`src/rtl/ssp_pkg.sv`:
```
package ssp_pkg;
  localparam int DW = 8;
  localparam int TW = 16;
  localparam int NFLAG = 7;

  typedef enum logic [2:0] {
    REG_DATA = 3'd0,
    REG_CTRL = 3'd1,
    REG_TLO  = 3'd2,
    REG_THI  = 3'd3,
    REG_ICR  = 3'd4
  } reg_addr_e;

  localparam int CTRL_RUN = 0;
  localparam int CTRL_OUT = 6;
  localparam int FLG_TMR  = 0;
  localparam int FLG_SER  = 3;
  localparam logic [NFLAG-1:0] FLAG_IMPL = 7'b000_1001;
endpackage

```
`src/rtl/ssp_sync.sv`:
```
module ssp_sync #(
  parameter int W = 2,
  parameter int STAGES = 2
) (
  input  logic         clk,
  input  logic         rst_n,
  input  logic [W-1:0] d,
  output logic [W-1:0] q
);
  logic [W-1:0] st [STAGES];

  always_ff @(posedge clk or negedge rst_n) begin
    if (!rst_n) begin
      for (int i = 0; i < STAGES; i++) st[i] <= '0;
    end else begin
      st[0] <= d;
      for (int i = 1; i < STAGES; i++) st[i] <= st[i-1];
    end
  end

  assign q = st[STAGES-1];
endmodule

```
`src/rtl/ssp_timer.sv`:
```
module ssp_timer #(
  parameter int W = 16
) (
  input  logic         clk,
  input  logic         rst_n,
  input  logic         run,
  input  logic         load,
  input  logic [W-1:0] latch,
  output logic         uf
);
  localparam logic [W-1:0] ONE = W'(1);
  logic [W-1:0] cnt;

  assign uf = run && !load && (cnt <= ONE);

  always_ff @(posedge clk or negedge rst_n) begin
    if (!rst_n)        cnt <= '0;
    else if (load)     cnt <= latch;
    else if (run) begin
      if (cnt <= ONE)  cnt <= latch;
      else             cnt <= cnt - ONE;
    end
  end

  // an underflow always reloads the counter from the latch
  a_r5_reload_on_underflow: assert property (@(posedge clk) disable iff (!rst_n)
    uf |=> (cnt == $past(latch)));
endmodule

```
`src/rtl/ssp_shifter.sv`:
```
module ssp_shifter #(
  parameter int W = 8
) (
  input  logic         clk,
  input  logic         rst_n,
  input  logic         mode_out,
  input  logic         clr,
  input  logic         tick,
  input  logic         wr_byte,
  input  logic [W-1:0] wbyte,
  input  logic         sclk_s,
  input  logic         sdat_s,
  output logic         sclk_q,
  output logic         sdat_q,
  output logic [W-1:0] rx_byte,
  output logic         done
);
  localparam int CW = (W > 1) ? $clog2(W) : 1;
  localparam logic [CW-1:0] LAST = CW'(W - 1);

  // transmit side
  logic          busy, pend_v, tx_done;
  logic [W-1:0]  tx_sh, pend_b;
  logic [CW-1:0] tx_cnt;
  logic          finishing;

  assign finishing = mode_out && !clr && busy && tick && !sclk_q && (tx_cnt == LAST);

  always_ff @(posedge clk or negedge rst_n) begin
    if (!rst_n) begin
      busy <= 1'b0; pend_v <= 1'b0; tx_sh <= '0; pend_b <= '0;
      tx_cnt <= '0; sclk_q <= 1'b1; sdat_q <= 1'b1; tx_done <= 1'b0;
    end else begin
      tx_done <= finishing;
      if (clr || !mode_out) begin
        busy <= 1'b0; pend_v <= 1'b0; tx_cnt <= '0; sclk_q <= 1'b1;
      end else if (!busy) begin
        if (wr_byte) begin
          busy <= 1'b1; tx_sh <= wbyte; tx_cnt <= '0;
        end
      end else begin
        if (wr_byte && !finishing) begin
          pend_v <= 1'b1; pend_b <= wbyte;
        end
        if (tick) begin
          if (sclk_q) begin
            sclk_q <= 1'b0;
            sdat_q <= tx_sh[W-1];
            tx_sh  <= {tx_sh[W-2:0], 1'b0};
          end else begin
            sclk_q <= 1'b1;
            if (tx_cnt == LAST) begin
              tx_cnt <= '0;
              if (pend_v) begin
                tx_sh <= pend_b;
                if (wr_byte) pend_b <= wbyte;
                else         pend_v <= 1'b0;
              end else if (wr_byte) begin
                tx_sh <= wbyte;
              end else begin
                busy <= 1'b0;
              end
            end else begin
              tx_cnt <= tx_cnt + 1'b1;
            end
          end
        end
      end
    end
  end

  // receive side
  logic          s_prev, rx_done, rise;
  logic [W-1:0]  rx_sh;
  logic [CW-1:0] rx_cnt;

  assign rise = sclk_s && !s_prev;

  always_ff @(posedge clk or negedge rst_n) begin
    if (!rst_n) begin
      s_prev <= 1'b0; rx_sh <= '0; rx_cnt <= '0; rx_byte <= '0; rx_done <= 1'b0;
    end else begin
      s_prev  <= sclk_s;
      rx_done <= 1'b0;
      if (clr || mode_out) begin
        rx_cnt <= '0;
      end else if (rise) begin
        rx_sh <= {rx_sh[W-2:0], sdat_s};
        if (rx_cnt == LAST) begin
          rx_cnt  <= '0;
          rx_byte <= {rx_sh[W-2:0], sdat_s};
          rx_done <= 1'b1;
        end else begin
          rx_cnt <= rx_cnt + 1'b1;
        end
      end
    end
  end

  assign done = tx_done | rx_done;

  // the data pin only moves together with a falling clock
  a_r1_data_moves_on_fall: assert property (@(posedge clk) disable iff (!rst_n)
    !$stable(sdat_q) |-> $fell(sclk_q));
  // transmit completion is reported with the clock back at idle high
  a_r3_done_clock_high: assert property (@(posedge clk) disable iff (!rst_n)
    tx_done |-> sclk_q);
  // a received byte completes only after a qualified rising edge
  a_r4_rx_after_edge: assert property (@(posedge clk) disable iff (!rst_n)
    rx_done |-> $past(rise && !mode_out && !clr));
endmodule

```
`src/rtl/ssp_irq.sv`:
```
module ssp_irq #(
  parameter int NF = 7,
  parameter logic [NF-1:0] IMPL = 7'b000_1001,
  parameter int SER_BIT = 3
) (
  input  logic          clk,
  input  logic          rst_n,
  input  logic [NF-1:0] set,
  input  logic          rd_clr,
  input  logic          mask_wr,
  input  logic [NF:0]   wdata,
  output logic [NF:0]   status,
  output logic          irq
);
  logic [NF-1:0] flag, mask;

  for (genvar i = 0; i < NF; i++) begin : g_bit
    if (IMPL[i]) begin : g_on
      logic f_q, m_q;
      always_ff @(posedge clk or negedge rst_n) begin
        if (!rst_n) begin
          f_q <= 1'b0; m_q <= 1'b0;
        end else begin
          f_q <= set[i] | (f_q & ~rd_clr);
          if (mask_wr && wdata[i]) m_q <= wdata[NF];
        end
      end
      assign flag[i] = f_q;
      assign mask[i] = m_q;
    end else begin : g_off
      assign flag[i] = 1'b0;
      assign mask[i] = 1'b0;
    end
  end

  assign irq    = |(flag & mask);
  assign status = {irq, flag};

  // reading the status clears the serial flag unless it is set again
  a_r7_read_clears: assert property (@(posedge clk) disable iff (!rst_n)
    (rd_clr && !set[SER_BIT]) |=> !flag[SER_BIT]);
endmodule

```
`src/rtl/ssp_port.sv`:
```
module ssp_port
  import ssp_pkg::*;
(
  input  logic          clk,
  input  logic          rst_n,
  input  logic [2:0]    bus_addr,
  input  logic          bus_wr,
  input  logic          bus_rd,
  input  logic [DW-1:0] bus_wdata,
  output logic [DW-1:0] bus_rdata,
  output logic          irq,
  input  logic          sclk_i,
  output logic          sclk_o,
  output logic          sclk_oe,
  input  logic          sdat_i,
  output logic          sdat_o,
  output logic          sdat_oe
);
  logic [DW-1:0] ctrl_q;
  logic [TW-1:0] latch_q;
  logic wr_data, wr_ctrl, wr_icr, rd_icr;
  logic mode_out, mode_chg, tmr_load, uf, sp_done;
  logic [1:0] pins_s;
  logic [DW-1:0] rx_byte;
  logic [NFLAG-1:0] set_v;
  logic [NFLAG:0] status;

  assign wr_data  = bus_wr && (bus_addr == REG_DATA);
  assign wr_ctrl  = bus_wr && (bus_addr == REG_CTRL);
  assign wr_icr   = bus_wr && (bus_addr == REG_ICR);
  assign rd_icr   = bus_rd && (bus_addr == REG_ICR);
  assign mode_out = ctrl_q[CTRL_OUT];
  assign mode_chg = wr_ctrl && (bus_wdata[CTRL_OUT] != ctrl_q[CTRL_OUT]);
  assign tmr_load = wr_ctrl && bus_wdata[CTRL_RUN] && !ctrl_q[CTRL_RUN];

  always_ff @(posedge clk or negedge rst_n) begin
    if (!rst_n) begin
      ctrl_q  <= '0;
      latch_q <= '1;
    end else if (bus_wr) begin
      case (bus_addr)
        REG_CTRL: ctrl_q          <= bus_wdata;
        REG_TLO:  latch_q[7:0]    <= bus_wdata;
        REG_THI:  latch_q[TW-1:8] <= bus_wdata[TW-9:0];
        default: ;
      endcase
    end
  end

  ssp_timer #(.W(TW)) u_tmr (
    .clk(clk), .rst_n(rst_n), .run(ctrl_q[CTRL_RUN]), .load(tmr_load),
    .latch(latch_q), .uf(uf)
  );

  ssp_sync #(.W(2), .STAGES(2)) u_sync (
    .clk(clk), .rst_n(rst_n), .d({sclk_i, sdat_i}), .q(pins_s)
  );

  ssp_shifter #(.W(DW)) u_shf (
    .clk(clk), .rst_n(rst_n), .mode_out(mode_out), .clr(mode_chg),
    .tick(uf), .wr_byte(wr_data), .wbyte(bus_wdata),
    .sclk_s(pins_s[1]), .sdat_s(pins_s[0]),
    .sclk_q(sclk_o), .sdat_q(sdat_o), .rx_byte(rx_byte), .done(sp_done)
  );

  always_comb begin
    set_v          = '0;
    set_v[FLG_TMR] = uf;
    set_v[FLG_SER] = sp_done;
  end

  ssp_irq #(.NF(NFLAG), .IMPL(FLAG_IMPL), .SER_BIT(FLG_SER)) u_irq (
    .clk(clk), .rst_n(rst_n), .set(set_v), .rd_clr(rd_icr),
    .mask_wr(wr_icr), .wdata(bus_wdata), .status(status), .irq(irq)
  );

  always_comb begin
    case (bus_addr)
      REG_DATA: bus_rdata = rx_byte;
      REG_CTRL: bus_rdata = ctrl_q;
      REG_TLO:  bus_rdata = latch_q[7:0];
      REG_THI:  bus_rdata = latch_q[TW-1:8];
      REG_ICR:  bus_rdata = status;
      default:  bus_rdata = '0;
    endcase
  end

  assign sclk_oe = mode_out;
  assign sdat_oe = mode_out;
endmodule

```
`config.mk`:
```
export PLATFORM = sky130hd
export DESIGN_NAME = ssp_port
export DESIGN_NICKNAME = d
export VERILOG_FILES = /design/src/rtl/ssp_pkg.sv /design/src/rtl/ssp_sync.sv /design/src/rtl/ssp_timer.sv /design/src/rtl/ssp_shifter.sv /design/src/rtl/ssp_irq.sv /design/src/rtl/ssp_port.sv
export SDC_FILE = /design/constraint.sdc
export NUM_CORES = 1
export LEC_CHECK = 0
export ABC_AREA = 0
export BUFFER_PORTS_ARGS = -buffer_cell sky130_fd_sc_hd__buf_2
export CAP_MARGIN = 20
export CORE_MARGIN = 4
export CORE_UTILIZATION = 55
export CTS_CLUSTER_DIAMETER = 80
export CTS_CLUSTER_SIZE = 28
export DETAILED_ROUTE_END_ITERATION = 10
export GPL_TIMING_DRIVEN = 0
export PLACE_DENSITY = 0.73
export REMOVE_ABC_BUFFERS = 1
export SETUP_SLACK_MARGIN = 0.2
export SYNTH_ARGS = -nofsm -noshare
export SYNTH_HDL_FRONTEND = slang
export SYNTH_SLANG_ARGS = --single-unit
```
`constraint.sdc`:
```
create_clock -name clk -period 6.6 [get_ports clk]
set_input_delay 1.32 -clock clk [delete_from_list [all_inputs] [get_ports clk]]
set_output_delay 1.32 -clock clk [all_outputs]
set_load 0.02 [all_outputs]
```
# == After elaboration in Yosys (flattened, before gate mapping) ==
# Index checks and enable logic that the tools add are counted.
# word_totals
ff_bits,92
output_inout_bits,13
elab_cells,138
# op_classes
addsub,3
n_lt_le_gt_ge,1
eq_ne,11
muxes,47
n_bitwise,9
n_reduce_logical,44
# op_table
cell,count
8-bit two-way mux,12
16-bit two-way mux,3
8-bit case mux with 5 select lines,1
3-bit two-way mux,9
1-bit two-way mux,22
1-bit logical AND,18
"16-bit by 1-bit <= comparator with 1-bit output, second input constant",1
"16-bit by 1-bit subtractor with 16-bit output, second input constant",1
2-bit AND reduction,6
"3-bit == test, second input constant",3
3-bit AND reduction,3
2-bit nonzero test,4
1-bit zero test,7
7-bit OR reduction,1
"3-bit by 1-bit adder with 3-bit output, second input constant",2
"3-bit by 2-bit == test with 1-bit output, second input constant",2
"3-bit by 2-bit inequality test with 1-bit output, second input constant",2
4-bit AND,1
4-bit AND reduction,1
"3-bit by 1-bit == test with 1-bit output, second input constant",1
3-bit zero test,1
"3-bit inequality test, second input constant",1
1-bit inverter,3
1-bit bitwise OR,3
5 further kinds,7

# == Depth between registers and ports, before layout ==
# depth
word_depth,20
ltp_mapped,8
mapped_depth_nobuf,7

# == Modules after synthesis ==
# Synthesis repeated with hierarchy kept, for this count alone.
# unflattened
hier_cells,421
hier_area_um2,4887.2
# modules_own_cells
module,n_inst,cells_each,area_each_um2
ssp_shifter,1,150,1956.9
ssp_port,1,103,1398.8
ssp_timer,1,141,1194.9
ssp_irq,1,21,221.5
ssp_sync,1,6,115.1

# == Least setup slack after synthesis ==
# OpenSTA, ideal clock, no wires.
# synth_timing
path_type,input to output
from,input port bus_addr[1]
to,output port bus_rdata[1]
t_arrival_ns,2.417
required_time_ns,5.280
setup_slack_ns,2.863
path_stages,4
path_cell_list,buf_2 -> buf_1 -> mux4_2 -> nor2b_1
# synth_between
elab_chain_len,2
# synth_rtl
item,line,source
from (decl),ssp_port.sv:6,"input logic [2:0] bus_addr,"
3-bit == test (tied with other cells),ssp_port.sv:78,case (bus_addr)
8-bit case mux with 5 select lines (*),ssp_port.sv:78,
to (decl),ssp_port.sv:10,"output logic [DW-1:0] bus_rdata,"
# Mark *: on every way between the ends. The rest lies on a longest branch, timed or not.

# == Worst setup path after layout ==
# layout_timing
from,input port bus_addr[1]
to,output port bus_rdata[0]
# The elaborated chain is that of the path after synthesis.

==> flow_summary.json <==
{
  "synth_area_leaders": "dfrtp_1, mux2_2, dfstp_2, nand2_1, mux2i_1",
  "tns_ps": 0,
  "pwr-share-comb_pct": 19.5,
  "yosysSeqAreaShare_pct": 49.7,
  "cpMostUsedCell": "buf_2",
  "synth_edf_count": 0,
  "start_util_pct": 56.6,
  "ys_async_sr_fraction_pct": 100,
  "die_area_sq_mm": 0.0100,
  "tightestPinTransition_ps": 784,
  "min_period_ps": 3950,
  "fp.dieW_microns": 100,
  "num_vias": 3494,
  "skew_ps": 16.3,
  "syn_to_final_growth_pct": 9.28,
  "setup_violations": 0,
  "cpLargestDelayFamily": "buffers and inverters",
  "synth_cell_types": 62,
  "ctsHtreeMaxLevel": 3,
  "critical_path.cell_chain": "buf_2, nor2b_1, a21oi_1, o22ai_1, buf_2",
  "cp.required_ps": 5280,
  "yosys_warnings": 0,
  "synth_seq_cells": 92,
  "nFillCells": 670,
  "path_class": "in2out",
  "p_clk_share_pct": 27.7,
  "grt_overflow": 0,
  "p_sw_uw": 461,
  "multi_input_area_sq_mm": 0.00220,
  "p_leak_nw": 2.29,
  "gp_congestion": 0.821,
  "hold_class": "reg2reg",
  "diodes": 0,
  "whs_ps": 346,
  "postCtsSetupBuffers": 0,
  "rsz0062_at_grt": "no",
  "cpPeakStageDelay_ps": 360,
  "postCtsHoldBufs": 0,
  "coreArea_sq_mm": 0.00826,
  "grt_max_degree": 52,
  "cts_tree": "done",
  "slowest_stage": "nor2b_1",
  "crit_buf_inv": 2,
  "vias_per_cell": 6.26,
  "drt-initial-drc-count": 189,
  "max_slew_margin_pct": 47.6,
  "port_buffers": 29,
  "grt_pass1_wl_mm": 18.0,
  "nNetsFinal": 471,
  "cts_resized": 0,
  "boundaryPins": 30,
  "grt.total_usage_pct": 22.6,
  "status": "finished, final reports clean",
  "clkLatencyLatePin_ps": 350,
  "wirelength_mm": 10.5,
  "drive_above_1_share_pct": 28.0,
  "peakVddDrop_v": 0.000174,
  "regArea_sq_mm": 0.00232,
  "grt_pass1_vias": 3605,
  "clk_pin_slew_ps": 90,
  "drc": 0,
  "avgSynthCellArea_sq_um": 10.9,
  "p_int_mw": 1.06,
  "wire_per_inst_microns": 18.9,
  "max_freq_mhz": 253,
  "antenna_found_initial": 0,
  "maxCapViolations": 0,
  "yosys_most_used_dff": "dfrtp_1",
  "firstDrtPassIters": 4,
  "yosys.area.top_type": "dfrtp_1",
  "syn-instance-count": 430,
  "report.final.slew_viol_count": 0,
  "worstSetupEndpointType": "primary output",
  "crit_fanout": 18,
  "seqPwrFrac_pct": 52.8,
  "period_share_pct": 59.8,
  "crit_arrival_ps": 2630,
  "die_y_microns": 100,
  "swShare_pct": 30.3,
  "netlist_area_sq_mm": 0.00468,
  "ant_nets": 0,
  "clockRootBuffer": "clkbuf_8",
  "fp-row-count": 33,
  "cts_buffers": 9,
  "power_density_mw_per_mm2": 297,
  "clockBufferDepth": 2,
  "dp_hpwl_mm": 7.49,
  "numClockSinks": 92,
  "finalHoldViolCount": 0,
  "startpoint_type": "input port",
  "synth_top_area_share_pct": 39.6
}
-- cell families after synthesis --
group           after synthesis  share of synthesized area (%)
compound gates               86                           12.4
xor+xnor                      2                          0.375
fa+ha+maj                     6                           1.61
buf+inv                      37                           3.21
flops                        92                           49.7
mux                          68                           17.1
simple gates                139                           15.6
-- placed cells by master, fill, tap and decap left out, types with 3 or more instances in the layout --
| cell type | n |
|---|---|
| dfrtp_1 | 74 |
| nand2_1 | 51 |
| mux2_2 | 46 |
| buf_2 | 28 |
| o21ai_0 | 21 |
| dfstp_2 | 18 |
| mux2i_1 | 17 |
| nor2_1 | 16 |
| nand3_1 | 15 |
| a21oi_1 | 14 |
| inv_1 | 11 |
| o22ai_1 | 10 |
| clkbuf_8 | 9 |
| nor2b_1 | 7 |
| nand4_1 | 7 |
| nand2b_1 | 6 |
| nor4_1 | 6 |
| nor3_1 | 6 |
| a2bb2oi_1 | 6 |
| a22oi_1 | 6 |
| ha_1 | 6 |
| mux4_2 | 5 |
| or4_1 | 5 |
| o211ai_1 | 3 |
| and3_1 | 3 |
| a311oi_1 | 3 |
-- power groups by stage --
stage / registers, mW / logic [mW] / clock network [mW]
floorplan: 0.773 / 0.218 / 0
global placement: 0.804 / 0.278 / 0
detailed placement: 0.810 / 0.295 / 0
CTS: 0.799 / 0.297 / 0.427
global route: 0.818 / 0.337 / 0.453
finish: 0.802 / 0.297 / 0.421
-- per-layer routing --
layer	wire [microns]	share of wire (%)	track usage (%)
met3	629	6.0	4.10
met1	4640	44	31.3
met2	4920	47	35.0
met4	359	3.4	9.95
met5	0	0	0
-- cell type report --
type	count	area share [%]
sequential	92	45.5
inverter	12	0.881
tap	105	2.57
clock inverter	6	1.84
clock buffer	10	2.50
multi-input combinational	301	43.1
timing repair buffer	32	3.65
-- worst reg2reg max path, delay by kind of cell (launching register included) --
kind	cells	cell delay (ps)
AOI/OAI and AO/OA	3	1180
buffers and inverters	2	300
muxes	1	340
DFF	1	440
adders and majority gates	1	260
-- state kept, by name, summed over array words and instances, names as in the netlist, 3 cells and up, named ones only --
register / cells
u_shf.tx_sh: 8
u_shf.tx_cnt: 3
u_shf.rx_sh: 7
u_tmr.cnt: 16
u_shf.rx_cnt: 3
u_shf.rx_byte: 8
latch_q: 16
ctrl_q: 8
-- through the flow --
step           cells  area [sq um]  utilization, %  worst slack, ps  power [mW]
2_1_floorplan    405          4570               -             3050       0.990
3_3_place_gp     539          4850            58.7             2110        1.08
3_5_place_dp     541          4880            59.1             2720        1.10
4_1_cts          557          5100            61.8             2660        1.52
5_1_grt          558          5110            61.9             2570        1.61
6_report         558          5110            61.9             2650        1.52
-- synthesized netlist by cell type, types with 2 or more instances --
cell type,n
a21o_1,2
a21oi_1,14
a22o_1,2
a22oi_1,6
a2bb2oi_1,6
a311oi_1,3
a31oi_1,2
and3_1,3
buf_1,3
buf_2,6
clkbuf_1,15
dfrtp_1,74
dfstp_2,18
ha_1,6
inv_1,11
mux2_2,46
mux2i_1,17
mux4_2,5
nand2_1,51
nand2b_1,6
nand3_1,15
nand3b_1,2
nand4_1,7
nand4b_1,2
nor2_1,16
nor2b_1,7
nor3_1,6
nor3b_1,2
nor4_1,6
o211ai_1,3
o21a_1,2
o21ai_0,21
o22ai_1,10
o2bb2a_1,2
or4_1,5
or4b_2,2
-- path summary, 6_finish.rpt --
path,startpoint,end,slack (ps),depth (start not counted)
max in group asynchronous,rst_n,u_shf.sdat_q,4900,2
max reg2reg,u_tmr.cnt[0],u_tmr.cnt[11],3970,7
min reg2reg,u_sync.st[2],u_sync.q[0],350,0
max,bus_addr[1],bus_rdata[0],2650,5
min in group asynchronous,rst_n,u_shf.rx_byte[5],990,1
min,u_sync.st[2],u_sync.q[0],350,0
Note: power is estimated with default switching activity, not from simulation.
